==> src/rtl/mode_psk_pkg.sv <==
package mode_psk_pkg;
  typedef enum logic [1:0] {
    MS_START = 2'd0,
    MS_CCM   = 2'd1,
    MS_OPEN  = 2'd2,
    MS_CLOSE = 2'd3
  } mode_e;
endpackage

==> src/rtl/psk_run_cnt.sv <==
module psk_run_cnt #(
  parameter int W = 5
) (
  input  logic         clk_i,
  input  logic         rst_ni,
  input  logic         step_i,
  input  logic         hit_i,
  output logic [W-1:0] next_o
);
  localparam logic [W-1:0] CMAX = {W{1'b1}};
  logic [W-1:0] cnt_q;

  always_comb begin
    if (!hit_i)            next_o = '0;
    else if (cnt_q == CMAX) next_o = cnt_q;
    else                   next_o = cnt_q + 1'b1;
  end

  always_ff @(posedge clk_i or negedge rst_ni) begin
    if (!rst_ni)     cnt_q <= '0;
    else if (step_i) cnt_q <= next_o;
  end
endmodule

==> src/rtl/psk_ton_lut.sv <==
module psk_ton_lut #(
  parameter int AW    = 4,
  parameter int TON_W = 8,
  parameter int TON_K = 240
) (
  input  logic [AW-1:0]    idx_i,
  output logic [TON_W-1:0] val_o
);
  localparam int DEPTH = 1 << AW;
  localparam int VMAX  = (1 << TON_W) - 1;
  logic [TON_W-1:0] tbl [DEPTH];

  for (genvar k = 0; k < DEPTH; k++) begin : g_ent
    localparam int RAW = TON_K / (k + 1);
    localparam int CLP = (RAW > VMAX) ? VMAX : RAW;
    assign tbl[k] = TON_W'(CLP);
  end

  assign val_o = tbl[idx_i];
endmodule

==> src/rtl/psk_ton_reg.sv <==
module psk_ton_reg #(
  parameter int TON_W = 8
) (
  input  logic             clk_i,
  input  logic             rst_ni,
  input  logic             load_i,
  input  logic [TON_W-1:0] init_i,
  input  logic             bump_i,
  input  logic [TON_W-1:0] max_i,
  output logic [TON_W-1:0] ton_o
);
  logic [TON_W-1:0] ton_q;

  always_ff @(posedge clk_i or negedge rst_ni) begin
    if (!rst_ni) ton_q <= '0;
    else if (load_i) ton_q <= (init_i > max_i) ? max_i : init_i;
    else if (bump_i && ton_q < max_i) ton_q <= ton_q + 1'b1;
  end

  assign ton_o = ton_q;
endmodule

==> src/rtl/mode_psk_ctrl.sv <==
module mode_psk_ctrl
  import mode_psk_pkg::*;
#(
  parameter int ERR_W = 4,
  parameter int CNT_W = 5,
  parameter int TON_W = 8,
  parameter int VIN_W = 7,
  parameter int LUT_AW = 4,
  parameter int TON_K = 240
) (
  input  logic             clk_i,
  input  logic             rst_ni,
  input  logic             tick_i,
  input  logic [ERR_W-1:0] err_i,
  input  logic             rev_i,
  input  logic [VIN_W-1:0] vin_i,
  input  logic [CNT_W-1:0] n1_i,
  input  logic [CNT_W-1:0] n2_i,
  input  logic [TON_W-1:0] ton_max_i,
  output logic [1:0]       mode_o,
  output logic             hiz_o,
  output logic             preset_o,
  output logic [TON_W-1:0] ton_o
);
  localparam logic [CNT_W-1:0] ONE_C = CNT_W'(1);

  mode_e st_q, st_d;
  logic  preset_q;

  logic signed [ERR_W-1:0] err_s;
  logic err_zero, err_up, in_win, in_ccm, in_psk;
  assign err_s    = $signed(err_i);
  assign err_zero = (err_s == 0);
  assign err_up   = (err_s == 1);
  assign in_win   = (err_s >= -1) && (err_s <= 1);
  assign in_ccm   = (st_q == MS_CCM);
  assign in_psk   = (st_q == MS_OPEN) || (st_q == MS_CLOSE);

  // consecutive-period counters, cleared by every tick outside PWM
  logic [CNT_W-1:0] set_nx, rev_nx, n2_eff;
  logic armed, enter;

  psk_run_cnt #(.W(CNT_W)) u_set_cnt (
    .clk_i(clk_i), .rst_ni(rst_ni), .step_i(tick_i),
    .hit_i(in_ccm && err_zero), .next_o(set_nx)
  );

  assign armed = (set_nx >= n1_i);

  psk_run_cnt #(.W(CNT_W)) u_rev_cnt (
    .clk_i(clk_i), .rst_ni(rst_ni), .step_i(tick_i),
    .hit_i(in_ccm && armed && rev_i), .next_o(rev_nx)
  );

  assign n2_eff = (n2_i == '0) ? ONE_C : n2_i;
  assign enter  = in_ccm && armed && (rev_nx >= n2_eff);

  logic [TON_W-1:0] ton_init;

  psk_ton_lut #(.AW(LUT_AW), .TON_W(TON_W), .TON_K(TON_K)) u_lut (
    .idx_i(vin_i[VIN_W-1 -: LUT_AW]), .val_o(ton_init)
  );

  psk_ton_reg #(.TON_W(TON_W)) u_ton (
    .clk_i(clk_i), .rst_ni(rst_ni),
    .load_i(tick_i && enter), .init_i(ton_init),
    .bump_i(tick_i && (st_q == MS_CLOSE) && rev_i),
    .max_i(ton_max_i), .ton_o(ton_o)
  );

  always_comb begin
    st_d = st_q;
    unique case (st_q)
      MS_START: if (in_win) st_d = MS_CCM;
      MS_CCM:   if (enter) st_d = MS_OPEN;
      MS_OPEN: begin
        if (!in_win)     st_d = MS_CCM;
        else if (err_up) st_d = MS_CLOSE;
      end
      MS_CLOSE: begin
        if (!in_win)      st_d = MS_CCM;
        else if (!err_up) st_d = MS_OPEN;
      end
      default: st_d = MS_START;
    endcase
  end

  always_ff @(posedge clk_i or negedge rst_ni) begin
    if (!rst_ni) begin
      st_q     <= MS_START;
      preset_q <= 1'b0;
    end else if (tick_i) begin
      st_q     <= st_d;
      preset_q <= in_psk && !in_win;
    end
  end

  assign mode_o   = st_q;
  assign hiz_o    = (st_q == MS_OPEN);
  assign preset_o = preset_q;
endmodule

==> config.mk <==
export PLATFORM = sky130hd
export DESIGN_NAME = mode_psk_ctrl
export DESIGN_NICKNAME = d
export VERILOG_FILES = /design/src/rtl/mode_psk_pkg.sv /design/src/rtl/psk_run_cnt.sv /design/src/rtl/psk_ton_lut.sv /design/src/rtl/psk_ton_reg.sv /design/src/rtl/mode_psk_ctrl.sv
export SDC_FILE = /design/constraint.sdc
export NUM_CORES = 1
export LEC_CHECK = 0
export CAP_MARGIN = 0
export CORE_UTILIZATION = 43
export CTS_BUF_LIST = sky130_fd_sc_hd__clkbuf_16
export DETAILED_ROUTE_END_ITERATION = 8
export PLACE_DENSITY = 0.78
export SLEW_MARGIN = 0
export SYNTH_ARGS = -nofsm -noshare
export SYNTH_HDL_FRONTEND = slang
export SYNTH_SLANG_ARGS = --single-unit
==> constraint.sdc <==
create_clock -name clk_i -period 7.21 [get_ports clk_i]
set_input_delay 1.442 -clock clk_i [delete_from_list [all_inputs] [get_ports clk_i]]
set_output_delay 1.442 -clock clk_i [all_outputs]
set_load 0.05 [all_outputs]
Word-level counts from Yosys, hierarchy flattened. Memories as Yosys holds them, arrays and structs flattened. Cells that the tools add are included.

Logic and storage cells: 61. Memories: 1. ROM bits: 128. Register bits: 21. Bits of input ports: 33.

Memories: (name not given) (words 16, bits a word 8, rd ports 1, clocked after Yosys merged registers in 0, write ports 0, RTL line psk_ton_lut.sv:19) `assign val_o = tbl[idx_i];`.

Muxes and demuxes: 17. Bitwise operators: 1. Order comparisons: 7. Equal/unequal tests: 10. Add/sub/neg operators: 3. Reduce and logical (&&, ||, !) cells: 17.

Operator list (count): 8-bit 2-to-1 mux (5); 32-bit logical NOT (1); 5-bit 2-to-1 mux (5); 2-bit 2-to-1 mux (6); 5-bit by 1-bit adder with 5-bit output (second input constant) (2); 5-bit == test (second input constant) (2); 5-bit >= comparator (2); 1-bit logical AND (10); 8-bit by 1-bit adder with 8-bit output (second input constant) (1); 8-bit > comparator (1); 8-bit less-than comparator (1); 2-bit one-hot mux with 4 select lines (1); 3-bit inequality test (second input constant) (2); 5-bit >= comparator (second input constant) (1); 5-bit logical NOT (1); 4-bit inverter with 5-bit output (1); 5-bit AND reduction (1); 2-bit == test (second input constant) (2); 4-bit by 2-bit == test with 1-bit output (second input constant) (1); 4-bit by 1-bit >= comparator with 1-bit output (second input constant) (1); 4-bit by 2-bit <= comparator with 1-bit output (second input constant) (1); 2-bit by 1-bit == test with 1-bit output (second input constant) (1); 2-bit logical NOT (1); 2-bit by 1-bit inequality test with 1-bit output (second input constant) (1); other kinds (4) (4).

Longest topological paths before layout. Gate-level depths: netlist of the first run.

Word-level depth: 11. Mapped depth: 17. Depth with buffers taken out: 17.

Cells and area by module. Synthesis of the first run repeated with hierarchy kept, for this count alone.

Cells, all modules: 254. Area total of the unflattened synthesis: 2248.4 um^2.

By module, submodules not included: psk_ton_reg (area each 928.4 um^2, cells each 96, times used 1); psk_run_cnt (area each 337.8 um^2, cells each 36, times used 2); mode_psk_ctrl (area each 445.4 um^2, cells each 59, times used 1); psk_ton_lut (area each 198.9 um^2, cells each 27, times used 1).

Worst setup path after synthesis of the first run. OpenSTA, ideal clock, no wires.

Kind: input -> register. Start point: input err_i[3]. End point: register u_ton.ton_q[0] (netlist: u_ton.ton_o[0]). Data required time: 7080 ps. Stages on the path: 16. Library setup time: 130 ps. Arrival time: 4124 ps. Slack: 2956 ps. Cell sequence: nor4_1 -> nand2_1 -> a21oi_1 -> ha_1 -> a21oi_1 -> o21ai_0 -> a41oi_1 -> nand2b_1 -> a21oi_1 -> ha_1 -> nand4_1 -> a21oi_1 -> nor2_1 -> a21oi_1 -> nand2_2 -> mux2i_1.

Word-level cells in the longest chain between the ends: 11. Elaborated cells between the ends (all ways): 12. Classes of those cells: order compare (2); mux (3); reduce/logical (7).

Ends and longest elaborated chain: start: declaration (RTL line mode_psk_ctrl.sv:14) `input logic [ERR_W-1:0] err_i,`; 32-bit logical NOT * (RTL line mode_psk_ctrl.sv:33) `assign err_zero = (err_s == 0);`; 1-bit logical AND * (RTL line mode_psk_ctrl.sv:45) `.hit_i(in_ccm && err_zero), .next_o(set_nx)`; 5-bit 2-to-1 mux * (RTL line psk_run_cnt.sv:14) `if (!hit_i) next_o = '0;`; named net set_nx[2] (RTL line mode_psk_ctrl.sv:40) `logic [CNT_W-1:0] set_nx, rev_nx, n2_eff;`; 5-bit >= comparator * (RTL line mode_psk_ctrl.sv:48) `assign armed = (set_nx >= n1_i);`; 1-bit logical AND * (2 in series) (RTL line mode_psk_ctrl.sv:52) `.hit_i(in_ccm && armed && rev_i), .next_o(rev_nx)`; 5-bit 2-to-1 mux * (RTL line psk_run_cnt.sv:14); named net rev_nx[2] (RTL line mode_psk_ctrl.sv:40); 5-bit >= comparator * (RTL line mode_psk_ctrl.sv:56) `assign enter = in_ccm && armed && (rev_nx >= n2_eff);`; 1-bit logical AND * (RTL line mode_psk_ctrl.sv:56); 1-bit logical AND * (RTL line mode_psk_ctrl.sv:66) `.load_i(tick_i && enter), .init_i(ton_init),`; 8-bit 2-to-1 mux or 2-bit nonzero test (tied branches); end signal: assignment (RTL line psk_ton_reg.sv:16) `else if (load_i) ton_q <= (init_i > max_i) ? max_i : init_i;`; end signal: assignment (RTL line psk_ton_reg.sv:17) `else if (bump_i && ton_q < max_i) ton_q <= ton_q + 1'b1;`; end: declaration (RTL line psk_ton_reg.sv:12) `logic [TON_W-1:0] ton_q;`.

The timed path passes the listed nets; every way through them passes the cells marked *. A chain may end at the register's enable or synchronous reset.

Final worst setup path of the first run.
Start point: input err_i[3]. End point: register u_ton.ton_q[4] (netlist: u_ton.ton_o[4]).

The elaborated chain is that of the path after synthesis.

==> metrics.sh, run 1 <==
FIRST_ITER_VIOLATIONS=64
WORST-ENDPOINT-ARRIVAL_NS=5.25
CTS.REPAIR.RESIZED=0
STARTPOINT_CLASS='input port'
CORE_UM2=4723
FINAL_NET_COUNT=348
FINAL_COMMON_CELL='sky130_fd_sc_hd__clkdlybuf4s50_1'
STATIC-LEAKAGE-POWER_nW=1.297
FINALHOLDVIOLCOUNT=0
YS_DOMINANT_REG_CELL='sky130_fd_sc_hd__dfrtp_1'
FLOP_AND_LATCH_COUNT_OUT_OF_SYNTHESIS=21
WORSTSETUPSTARTPOINT='err_i[3]'
ANTENNA_CELLS=0
DETAIL_ROUTE.VIAS_PER_CELL=5.328
R2R_SLACK_NS=3.47
AREA.GROWTH.SYNTH_TO_FINAL_PCT=26.33
SYN-INSTANCE-COUNT=240
TOP_LEVEL_PORTS=45
CRITICAL_PATH_PEAK_FANOUT=9
FINISH.UTILIZATION=0.5656
DRT.ANTENNA.VIOLATING_NETS=0
OVERFLOW=0
TIMING_WORST_SETUP_PATH_TYPE='input port to flop'
ANTENNA_FOUND_INITIAL=0
MAPPEDNETLISTNETS=306
POST_SYNTH_INSTANCE_AREA_UM2=2115
POST-CTS-SETUP-BUFFERS=0
TIMING.FINAL.MAX_SLEW_VIOLATIONS=0
HOLD_CLASS='flop to flop'
SYNTH-EDFF-COUNT=0
WORST_R2R_PATH_DEPTH=17
CRIT_PATH_END_KIND='flop'
TIMING.FINAL.SETUP_VIOLATIONS=0
GPL.FINAL_WEIGHTED_CONGESTION=0.8428
GRT_MAX_DEGREE=22
INITIAL_UTILIZATION=0.4477
TIGHTEST_SLEW_NS=0.9374
CLOCK-SKEW-FINAL_NS=0.003124
POST-ROUTE-DRC-COUNT=0
COUNT_OF_HOLD_FIX_BUFFERS_INSERTED_AT_CTS=0
DRTPASS1ITERATIONS=5
DIE_AR_UM2=5202
CLOCK_LATENCY_AT_THE_LATER_PIN_OF_THE_WORST_SKEW_PAIR_NS=0.25
PERIOD_SHARE=0.7054
R2R-START='u_set_cnt.cnt_q[0]'
RSZ0062_AT_GRT='false'
CTS-ROOT-BUF='sky130_fd_sc_hd__clkbuf_16'
PLACEMENTROWS=25
FINAL_PERIOD_MINUS_WORST_SETUP_SLACK_NS=5.086
FINAL_LAYOUT_SIZE_SUFFIX_GT1_FRAC=0.07117
TIMING.FMAX_GHz=0.1966
SYN_AREA_PER_CELL_UM2=8.811
CAP_VIOLATIONS=0
TIMING.CRITICAL_PATH.SLOWEST_STAGE_CELL='sky130_fd_sc_hd__nor4_1'
SYNTH_SEQUENTIAL_AREA_RATIO=0.2485
CTS_TREE='built'
RUN_STATUS='finished clean'
NETLIST-CELL-TYPE-COUNT=41
WORSTPATHCELLLIST='clkdlybuf4s50_1 > nor4_1 > nand2_1 > a21oi_1 > ha_1 > a21oi_1 > o21ai_0 > a41oi_1 > nand2b_1 > a21oi_1 > ha_1 > nand4_1 > a21oi_1 > nor2_1 > a21oi_1 > nand2_2 > mux2i_1'
CTS_NUM_SINKS=21
CRITICAL_PATH.MOST_COMMON_CELL='sky130_fd_sc_hd__a21oi_1'
GRT_PASS1_VIAS=1700
CRIT-REG2REG-CAPTURE='u_ton.ton_o[4]'
YOSYS_WARNINGS=0
CTS-BUFFERS-INSERTED=3
CRIT_REQUIRED_NS=7.38
CRIT_PATH_MAX_INCR_DELAY_NS=0.46
IO_BUFFER_COUNT=41
DIE_W_UM=72.13
GLOBAL_ROUTE.USAGE.TOTAL=0.1744
GLOBAL_ROUTE_WIRE_LENGTH_BEFORE_REPAIR_UM=7203
SETUP.WORST_PATH.END='u_ton.ton_o[4]'
DRT_WL_TOTAL_UM=4322
DR_TOTAL_VIAS=1854
TIMING.MAX_SLEW.REL_SLACK=0.3731
POST_DRT_WL_PER_CELL_UM=12.42
DP.FINAL_HPWL_UM=3578
CLKSLEWWORSTSETUPHOLDPATHS_NS=0.06
FIN_SETUP_TNS_NS=0
CTSHTREEMAXLEVEL=1
IR_DROP_mV=0.07482
POWER_DENSITY_nW_PER_UM2=117.7
DIE_Y_UM=72.13
FINAL_CELL_MIX='sky130_fd_sc_hd__clkdlybuf4s50_1 (41), sky130_fd_sc_hd__ha_1 (33), sky130_fd_sc_hd__inv_1 (25)'
ASYNC_RESET_FF_FRAC=1.000
CTS_BUFFER_DEPTH=2
[Yosys cell counts, types with 2 or more instances]
master / count / area [µm²]
sky130_fd_sc_hd__and3_1: 4 / 25.02
sky130_fd_sc_hd__nand3_1: 12 / 60.06
sky130_fd_sc_hd__a211oi_1: 2 / 15.01
sky130_fd_sc_hd__a211oi_2: 2 / 25.02
sky130_fd_sc_hd__nor2_1: 14 / 52.55
sky130_fd_sc_hd__o21ai_1: 2 / 10.01
sky130_fd_sc_hd__ha_1: 33 / 412.9
sky130_fd_sc_hd__o21ai_0: 6 / 30.03
sky130_fd_sc_hd__mux2i_1: 18 / 180.2
sky130_fd_sc_hd__xor2_1: 10 / 87.58
sky130_fd_sc_hd__inv_1: 24 / 90.09
sky130_fd_sc_hd__nand2_1: 16 / 60.06
sky130_fd_sc_hd__dfrtp_1: 21 / 525.5
sky130_fd_sc_hd__a21oi_1: 22 / 110.1
sky130_fd_sc_hd__mux2_2: 7 / 78.83
sky130_fd_sc_hd__clkbuf_1: 3 / 11.26
sky130_fd_sc_hd__nand4_1: 9 / 56.30
sky130_fd_sc_hd__nor2b_1: 8 / 50.05
sky130_fd_sc_hd__a31oi_1: 2 / 12.51
sky130_fd_sc_hd__nand2b_1: 2 / 12.51
sky130_fd_sc_hd__xnor2_1: 3 / 26.28
[critical path: cells and delay by family]
kind | cells | cell delay [ns]
and+or+nand+nor | 6 | 1.29
AOI/OAI and AO/OA | 7 | 1.21
muxes | 1 | 0.25
buffers and inverters | 1 | 0.44
adders and majority gates | 2 | 0.60
[stage by stage]
step,instances,hold WS (ns),worst slack (ns),total power [mW],area [µm²]
2_1_floorplan,240,0.5036,2.956,0.1713,2115
3_3_place_gp,344,0.4685,1.938,0.2008,2592
3_5_place_dp,344,0.4852,1.816,0.2032,2592
4_1_cts,348,0.4974,2.042,0.3165,2671
5_1_grt,348,0.5083,1.685,0.3307,2671
6_report,348,0.4920,2.124,0.3145,2671
[layout make-up]
| class | count | area (µm²) |
|---|---|---|
| Tap cell | 67 | 83.83 |
| Fill cell | 444 | 2052 |
| Clock inverter | 1 | 3.754 |
| Inverter | 24 | 90.09 |
| Timing Repair Buffer | 41 | 410.4 |
| Clock buffer | 3 | 75.07 |
| Multi-Input combinational cell | 191 | 1483 |
| Sequential cell | 21 | 525.5 |
[state kept, by name, summed over array words and instances (netlist names)]
signal	cells
u_ton.ton_o	8
u_rev_cnt.cnt_q	5
u_set_cnt.cnt_q	5
mode_o	2
preset_o	1
[power breakdown]
| group | switching (mW) | total [mW] | internal (mW) |
|---|---|---|---|
| clock | 0.0398 | 0.114 | 0.0738 |
| combinational | 0.0394 | 0.0784 | 0.0390 |
| sequential | 0.00289 | 0.123 | 0.120 |
[routing by layer]
metal  vias to the layer above  GRT usage  routed length [µm]  share of wire
met1                       854     0.2038                1942           0.45
met3                         7    0.03056                 228          0.053
met5                         -          0                   0              0
li1                        942          -                   -              -
met4                         0    0.05011                  51          0.012
met2                        51     0.3240                2100           0.49
[worst min path at each step]
stage	from	endpoint	cells after the start
2_1_floorplan	u_set_cnt.cnt_q[4]	u_set_cnt.cnt_q[4]	1
3_3_place_gp	preset_o	preset_o	1
3_5_place_dp	preset_o	preset_o	1
4_1_cts	preset_o	preset_o	1
5_1_grt	preset_o	preset_o	1
6_report	preset_o	preset_o	1
[cell families after synthesis]
logic type                 count (synthesis)  synth area share
and+or+nand+nor                           73            0.1793
AOI/OAI and AO/OA                         46            0.1432
adders and majority gates                 33            0.1953
buffers and inverters                     28           0.05029
muxes                                     26            0.1296
DFF                                       21            0.2485
xor gates and xnor gates                  13           0.05385
(Power assumes the default switching activity.)
==> run 2, diff against run 1 <==
- clock period: 7.21 -> 5.2 ns (I/O delays scaled with it)
==> run 2 against run 1 <==
Sequential share of layout area unchanged. Critical path type unchanged. Power up 39%. Clock skew down 0.0015 ns. Setup slack got worse by 1.5 ns. Worst hold slack got worse by 0.0039 ns. Highest routed layer unchanged. Design area unchanged. Count of clock-buffer cells in the layout did not move. Sequential power rose by 38%. Final cell count is the same.
==> metrics.sh, run 2 (synthesis results as in run 1) <==
RUN_STATUS='finished clean'  # unchanged
WORST_HOLD_PATH.NUM_CELLS=1  # unchanged
DIE_AR_UM2=5202  # unchanged
CTS-BUFFERS-INSERTED=3  # unchanged
GRT_MAX_DEGREE=22  # unchanged
CRITICAL_PATH_CELL_COUNT=17  # unchanged
CTS_TREE='built'  # unchanged
FINAL_CELL_MIX='sky130_fd_sc_hd__clkdlybuf4s50_1 (41), sky130_fd_sc_hd__ha_1 (33), sky130_fd_sc_hd__inv_1 (25)'  # unchanged
STATIC-LEAKAGE-POWER_nW=1.297  # unchanged
CTS.REPAIR.RESIZED=0  # unchanged
R2R_SLACK_NS=1.48  # was 3.47 ns
TOP_LEVEL_PORTS=45  # unchanged
DIE_Y_UM=72.13  # unchanged
REPORT.POWER.TOTAL_mW=0.4381  # was 0.3145 mW
TIMING.FINAL.MAX_SLEW_VIOLATIONS=0  # unchanged
STARTPOINT_CLASS='input port'  # unchanged
GPL.FINAL_WEIGHTED_CONGESTION=0.8450  # was 0.8428
PLACED_CELLS=344  # unchanged
WORSTSETUPSTARTPOINT='err_i[3]'  # unchanged
TIGHTEST_SLEW_NS=0.9372  # was 0.9374 ns
TIMING.FINAL.SETUP_VIOLATIONS=0  # unchanged
CLKSLEWWORSTSETUPHOLDPATHS_NS=0.05  # was 0.06 ns
CRIT_REQUIRED_NS=5.32  # was 7.38 ns
FINAL_LAYOUT_SIZE_SUFFIX_GT1_FRAC=0.07117  # unchanged
CTS_NUM_SINKS=21  # unchanged
CRITICAL_PATH_PEAK_FANOUT=9  # unchanged
CLOCK-SKEW-FINAL_NS=0.001633  # was 0.003124 ns
WORST-ENDPOINT-ARRIVAL_NS=4.72  # was 5.25 ns
INITIAL_UTILIZATION=0.4477  # unchanged
CTS_BUFFER_DEPTH=2  # unchanged
CORE_UM2=4723  # unchanged
FINAL_PERIOD_MINUS_WORST_SETUP_SLACK_NS=4.598
INSTANCES_NO_FILL=348  # unchanged
CRITPATHBUFINV=1  # unchanged
CP_TOP_FAMILY='simple AND/OR/NAND/NOR gates'  # unchanged
IO_BUFFER_COUNT=41  # unchanged
DP.FINAL_HPWL_UM=3738  # was 3578 µm
ANTENNA_FOUND_INITIAL=0  # unchanged
MAX_FFS_PER_REGISTER=8  # unchanged
CTS-ROOT-BUF='sky130_fd_sc_hd__clkbuf_16'  # unchanged
FINAL_COMMON_CELL='sky130_fd_sc_hd__clkdlybuf4s50_1'  # unchanged
POST-CTS-SETUP-BUFFERS=0  # unchanged
PLACEMENTROWS=25  # unchanged
TIMING.CRITICAL_PATH.SLOWEST_STAGE_CELL='sky130_fd_sc_hd__clkdlybuf4s50_1'  # was sky130_fd_sc_hd__nor4_1
DR_TOTAL_VIAS=1854  # unchanged
FINISH.UTILIZATION=0.5656  # unchanged
OVERFLOW=0  # unchanged
AREA.GROWTH.SYNTH_TO_FINAL_PCT=26.33  # unchanged
CLOCK_LATENCY_AT_THE_LATER_PIN_OF_THE_WORST_SKEW_PAIR_NS=0.25  # about the same
RSZ0062_AT_GRT='false'  # unchanged
FIN_SETUP_TNS_NS=0  # unchanged
GRT_PASS1_VIAS=1830  # was 1700
POWER_DENSITY_nW_PER_UM2=164.0  # was 117.7 nW/µm²
FINAL_NET_COUNT=348  # unchanged
PERIOD_SHARE=0.8842
R2R-START='u_set_cnt.cnt_q[0]'  # unchanged
CRIT_PATH_END_KIND='flop'  # unchanged
FILLERS=448  # was 444
CAP_VIOLATIONS=0  # unchanged
GLOBAL_ROUTE.USAGE.TOTAL=0.1900  # was 0.1744
CRITICAL_PATH.MOST_COMMON_CELL='sky130_fd_sc_hd__a21oi_1'  # unchanged
IR_DROP_mV=0.09817  # was 0.07482 mV
TIMING_WORST_SETUP_PATH_TYPE='input port to flop'  # unchanged
CTSHTREEMAXLEVEL=1  # unchanged
SETUP.WORST_PATH.END='u_ton.ton_o[3]'  # was u_ton.ton_o[4]
CRIT-REG2REG-CAPTURE='u_ton.ton_o[3]'  # was u_ton.ton_o[4]
TIMING.MAX_SLEW.REL_SLACK=0.3732  # was 0.3731
DRT.ANTENNA.VIOLATING_NETS=0  # unchanged
HOLD_CLASS='flop to flop'  # unchanged
DRT_WL_TOTAL_UM=4590  # was 4322 µm
ANTENNA_CELLS=0  # unchanged
DETAIL_ROUTE.VIAS_PER_CELL=5.328  # unchanged
WORST_R2R_PATH_DEPTH=17  # unchanged
DIE_W_UM=72.13  # unchanged
WORSTPATHCELLLIST='clkdlybuf4s50_1 > nor4_1 > nand2_1 > a21oi_1 > ha_1 > a21oi_1 > o21ai_0 > a41oi_1 > nand2b_1 > a21oi_1 > ha_1 > nand4_1 > a21oi_1 > nor2_1 > a21oi_1 > nand2_2 > mux2i_1'  # unchanged
FINALHOLDVIOLCOUNT=0  # unchanged
DRTPASS1ITERATIONS=4  # was 5
CRIT_PATH_MAX_INCR_DELAY_NS=0.44  # was 0.46 ns
TIMING.FMAX_GHz=0.2175
POST-ROUTE-DRC-COUNT=0  # unchanged
COUNT_OF_HOLD_FIX_BUFFERS_INSERTED_AT_CTS=0  # unchanged
GLOBAL_ROUTE_WIRE_LENGTH_BEFORE_REPAIR_UM=7914  # was 7203 µm
POST_DRT_WL_PER_CELL_UM=13.19  # was 12.42 µm
FIRST_ITER_VIOLATIONS=80  # was 64
==> run 2: routing by layer <==
metal	global-route usage	wire, µm	vias to the layer above
met5	0	0	-
met4	0.08279	110	0
met3	0.01944	168	11
met2	0.3416	2215	47
met1	0.2291	2095	854
li1	-	-	942
==> run 2: final cells by class <==
class,count,area [µm²],share of cell area
multi-input cells,191,1483,0.5550
flip-flops and latches,21,525.5,0.1967
repair buffers,41,410.4,0.1536
inverters,24,90.09,0.03372
well taps,67,83.83,0.03138
clock buffers,3,75.07,0.02810
clock inverters,1,3.754,0.001405
==> run 2: where the power goes <==
part | leakage [nW] | total, mW | switching, mW | internal [mW]
registers | 0.288 | 0.170 | 0.00403 | 0.166
logic | 0.967 | 0.110 | 0.0557 | 0.0543
clock network | 0.0423 | 0.158 | 0.0559 | 0.102
==> run 2: per-stage QoR <==
| stage | cell area, µm² | worst slack (ns) | hold WS, ns |
|---|---|---|---|
| final | 2671 | 0.6019 | 0.4881 |
| after detailed placement | 2592 | 0.3029 | 0.4757 |
| after global routing | 2671 | 0.2313 | 0.5216 |
| after floorplan | 2115 | 1.348 | 0.5036 |
| after global placement | 2592 | 0.3567 | 0.4685 |
| after CTS | 2671 | 0.5500 | 0.4878 |
==> run 2: worst min-delay path by stage <==
stage	from	endpoint
after floorplan	u_set_cnt.cnt_q[4]	u_set_cnt.cnt_q[4]
after global placement	preset_o	preset_o
after detailed placement	preset_o	preset_o
after CTS	preset_o	preset_o
after global routing	preset_o	preset_o
final	preset_o	preset_o
==> run 3, diff against run 2 <==
- CTS_CLUSTER_DIAMETER: default -> 30
- PLACE_DENSITY: 0.78 -> default
- PLACE_DENSITY_LB_ADDON: default -> 0.1
- SETUP_SLACK_MARGIN: default -> 0.4
==> run 3 against run 2 <==
Count of clock-buffer cells in the layout is the same. Critical endpoint is now u_ton.ton_o[1]. Power down 0.22%. Die area unchanged. Via count shrank 3.1%. Clock skew rose by 0.0021 ns. Largest power group unchanged.
==> metrics.sh, run 3 (synthesis results as in run 1) <==
RUN_STATUS='finished clean'  # unchanged
STATIC-LEAKAGE-POWER_nW=1.298  # was 1.297 nW
FINAL_PERIOD_MINUS_WORST_SETUP_SLACK_NS=4.452  # was 4.598 ns
TIMING.FINAL.SETUP_VIOLATIONS=0  # unchanged
CRITICAL_PATH_PEAK_FANOUT=5  # was 9
OVERFLOW=0  # unchanged
PLACEDINSTANCEAREA_UM2=2592  # unchanged
CP_TOP_FAMILY='compound AO/OA/AOI/OAI gates'  # was simple AND/OR/NAND/NOR gates
RSZ0062_AT_GRT='true'  # was false
FINALINSTANCEAREA_UM2=2693  # was 2671 µm²
FIRST_ITER_VIOLATIONS=33  # was 80
DIE_AR_UM2=5202  # unchanged
CTS-ROOT-BUF='sky130_fd_sc_hd__clkbuf_16'  # unchanged
CTS_NUM_SINKS=21  # unchanged
TOP_LEVEL_PORTS=45  # unchanged
CLOCK-SKEW-FINAL_NS=0.003732  # was 0.001633 ns
CRIT_PATH_MAX_INCR_DELAY_NS=0.45  # was 0.44 ns
TIMING.CRITICAL_PATH.SLOWEST_STAGE_CELL='sky130_fd_sc_hd__clkdlybuf4s50_1'  # unchanged
POST-ROUTE-DRC-COUNT=0  # unchanged
CTS_TREE='built'  # unchanged
CLOCK_LATENCY_AT_THE_LATER_PIN_OF_THE_WORST_SKEW_PAIR_NS=0.25  # about the same
FILLERS=449  # was 448
HOLD_CLASS='flop to flop'  # unchanged
DRT_WL_TOTAL_UM=4464  # was 4590 µm
IR_DROP_mV=0.1123  # was 0.09817 mV
CAP_VIOLATIONS=0  # unchanged
STARTPOINT_CLASS='input port'  # unchanged
CTSHTREEMAXLEVEL=1  # unchanged
FIN_SETUP_TNS_NS=0  # unchanged
ANTENNA_CELLS=0  # unchanged
DRTPASS1ITERATIONS=4  # unchanged
TIGHTEST_SLEW_NS=0.9494  # was 0.9372 ns
PLACEMENTROWS=25  # unchanged
FINAL.SETUP.WORST_SLACK_NS=0.7480  # was 0.6019 ns
PERIOD_SHARE=0.8561  # was 0.8842
POWER_DENSITY_nW_PER_UM2=162.3  # was 164.0 nW/µm²
PRE_CTS_SLACK_NS=0.2181  # was 0.3029 ns
PLACED_CELLS=344  # unchanged
TIMING.FMAX_GHz=0.2246  # was 0.2175 GHz
WORSTPATHCELLLIST='clkdlybuf4s50_1 > nor4_2 > nand2_1 > a21oi_1 > ha_1 > a21oi_1 > o21ai_0 > a41oi_2 > nand2b_1 > a21oi_1 > ha_1 > nand4_1 > a21oi_1 > nor2_1 > a21oi_2 > nand2_1 > mux2i_1'  # was clkdlybuf4s50_1 > nor4_1 > nand2_1 > a21oi_1 > ha_1 > a21oi_1 > o21ai_0 > a41oi_1 > nand2b_1 > a21oi_1 > ha_1 > nand4_1 > a21oi_1 > nor2_1 > a21oi_1 > nand2_2 > mux2i_1
MAX_FFS_PER_REGISTER=8  # unchanged
DR_TOTAL_VIAS=1797  # was 1854
DIE_Y_UM=72.13  # unchanged
TIMING.MAX_SLEW.REL_SLACK=0.3651  # was 0.3732
FINALHOLDVIOLCOUNT=0  # unchanged
CRIT_PATH_END_KIND='flop'  # unchanged
FINAL_CELL_MIX='sky130_fd_sc_hd__clkdlybuf4s50_1 (41), sky130_fd_sc_hd__ha_1 (33), sky130_fd_sc_hd__inv_1 (25)'  # unchanged
TIMING_WORST_SETUP_PATH_TYPE='input port to flop'  # unchanged
TIMING.FINAL.MAX_SLEW_VIOLATIONS=0  # unchanged
CTS-BUFFERS-INSERTED=3  # unchanged
FINAL_COMMON_CELL='sky130_fd_sc_hd__clkdlybuf4s50_1'  # unchanged
IO_BUFFER_COUNT=41  # unchanged
FINAL_LAYOUT_SIZE_SUFFIX_GT1_FRAC=0.08156  # was 0.07117
POST_DRT_WL_PER_CELL_UM=12.79  # was 13.19 µm
WORST-ENDPOINT-ARRIVAL_NS=4.58  # was 4.72 ns
CTS_BUFFER_DEPTH=2  # unchanged
CRITICAL_PATH.MOST_COMMON_CELL='sky130_fd_sc_hd__a21oi_1'  # unchanged
CRITPATHBUFINV=1  # unchanged
FINISH.UTILIZATION=0.5701  # was 0.5656
GLOBAL_ROUTE_WIRE_LENGTH_BEFORE_REPAIR_UM=7245  # was 7914 µm
ANTENNA_FOUND_INITIAL=0  # unchanged
CORE_UM2=4723  # unchanged
FINAL_NET_COUNT=349  # was 348
AREA.GROWTH.SYNTH_TO_FINAL_PCT=27.34  # was 26.33%
INITIAL_UTILIZATION=0.4477  # unchanged
DRT.ANTENNA.VIOLATING_NETS=0  # unchanged
DIE_W_UM=72.13  # unchanged
REPORT.POWER.TOTAL_mW=0.4371  # was 0.4381 mW
INSTANCES_NO_FILL=349  # was 348
COUNT_OF_HOLD_FIX_BUFFERS_INSERTED_AT_CTS=0  # unchanged
GPL.FINAL_WEIGHTED_CONGESTION=0.7922  # was 0.8450
CLKSLEWWORSTSETUPHOLDPATHS_NS=0.06  # was 0.05 ns
GLOBAL_ROUTE.USAGE.TOTAL=0.1759  # was 0.1900
DP.FINAL_HPWL_UM=3542  # was 3738 µm
CRIT_REQUIRED_NS=5.33  # was 5.32 ns
DETAIL_ROUTE.VIAS_PER_CELL=5.149  # was 5.328
GRT_MAX_DEGREE=22  # unchanged
GRT_PASS1_VIAS=1692  # was 1830
FIN_WORST_HOLD_SLACK_NS=0.4915  # was 0.4881 ns
==> run 3: layer usage <==
| metal | vias up | share of wire | global-route usage |
|---|---|---|---|
| met1 | 804 | 0.48 | 0.2337 |
| met3 | 4 | 0.040 | 0.01806 |
| met4 | 0 | 0.011 | 0.05882 |
| li1 | 946 | - | - |
| met5 | - | 0 | 0 |
| met2 | 43 | 0.47 | 0.2991 |
==> run 3: path summary, 6_finish.rpt <==
kind,startpoint,to,slack [ns],cells after the start
worst max-delay path,err_i[3],u_ton.ton_o[1],0.75,17
worst min-delay path,preset_o,preset_o,0.49,1
worst max register to register,u_set_cnt.cnt_q[0],u_ton.ton_o[1],1.47,17
worst min register to register,preset_o,preset_o,0.49,1
max in group asynchronous,rst_ni,mode_o[1],3.30,1
min in group asynchronous,rst_ni,u_rev_cnt.cnt_q[0],1.32,1
==> run 3: final cells by class <==
| type | count | area, µm² | share of cell area |
|---|---|---|---|
| sequential | 21 | 525.5 | 0.1952 |
| multi-input combinational | 192 | 1504 | 0.5585 |
| timing repair buffer | 41 | 410.4 | 0.1524 |
| tap | 67 | 83.83 | 0.03113 |
| clock inverter | 1 | 3.754 | 0.001394 |
| inverter | 24 | 90.09 | 0.03346 |
| clock buffer | 3 | 75.07 | 0.02788 |
==> run 3: what timing repair did <==
action                     in CTS  in global routing
setup buffers                   0                  0
gates resized for setup         0                  3
setup endpoints to repair       0                 10
==> run 3: power breakdown <==
part           total [mW]  internal [mW]  switching (mW)
logic               0.110         0.0543          0.0556
registers           0.170          0.166         0.00395
clock network       0.157          0.102          0.0551
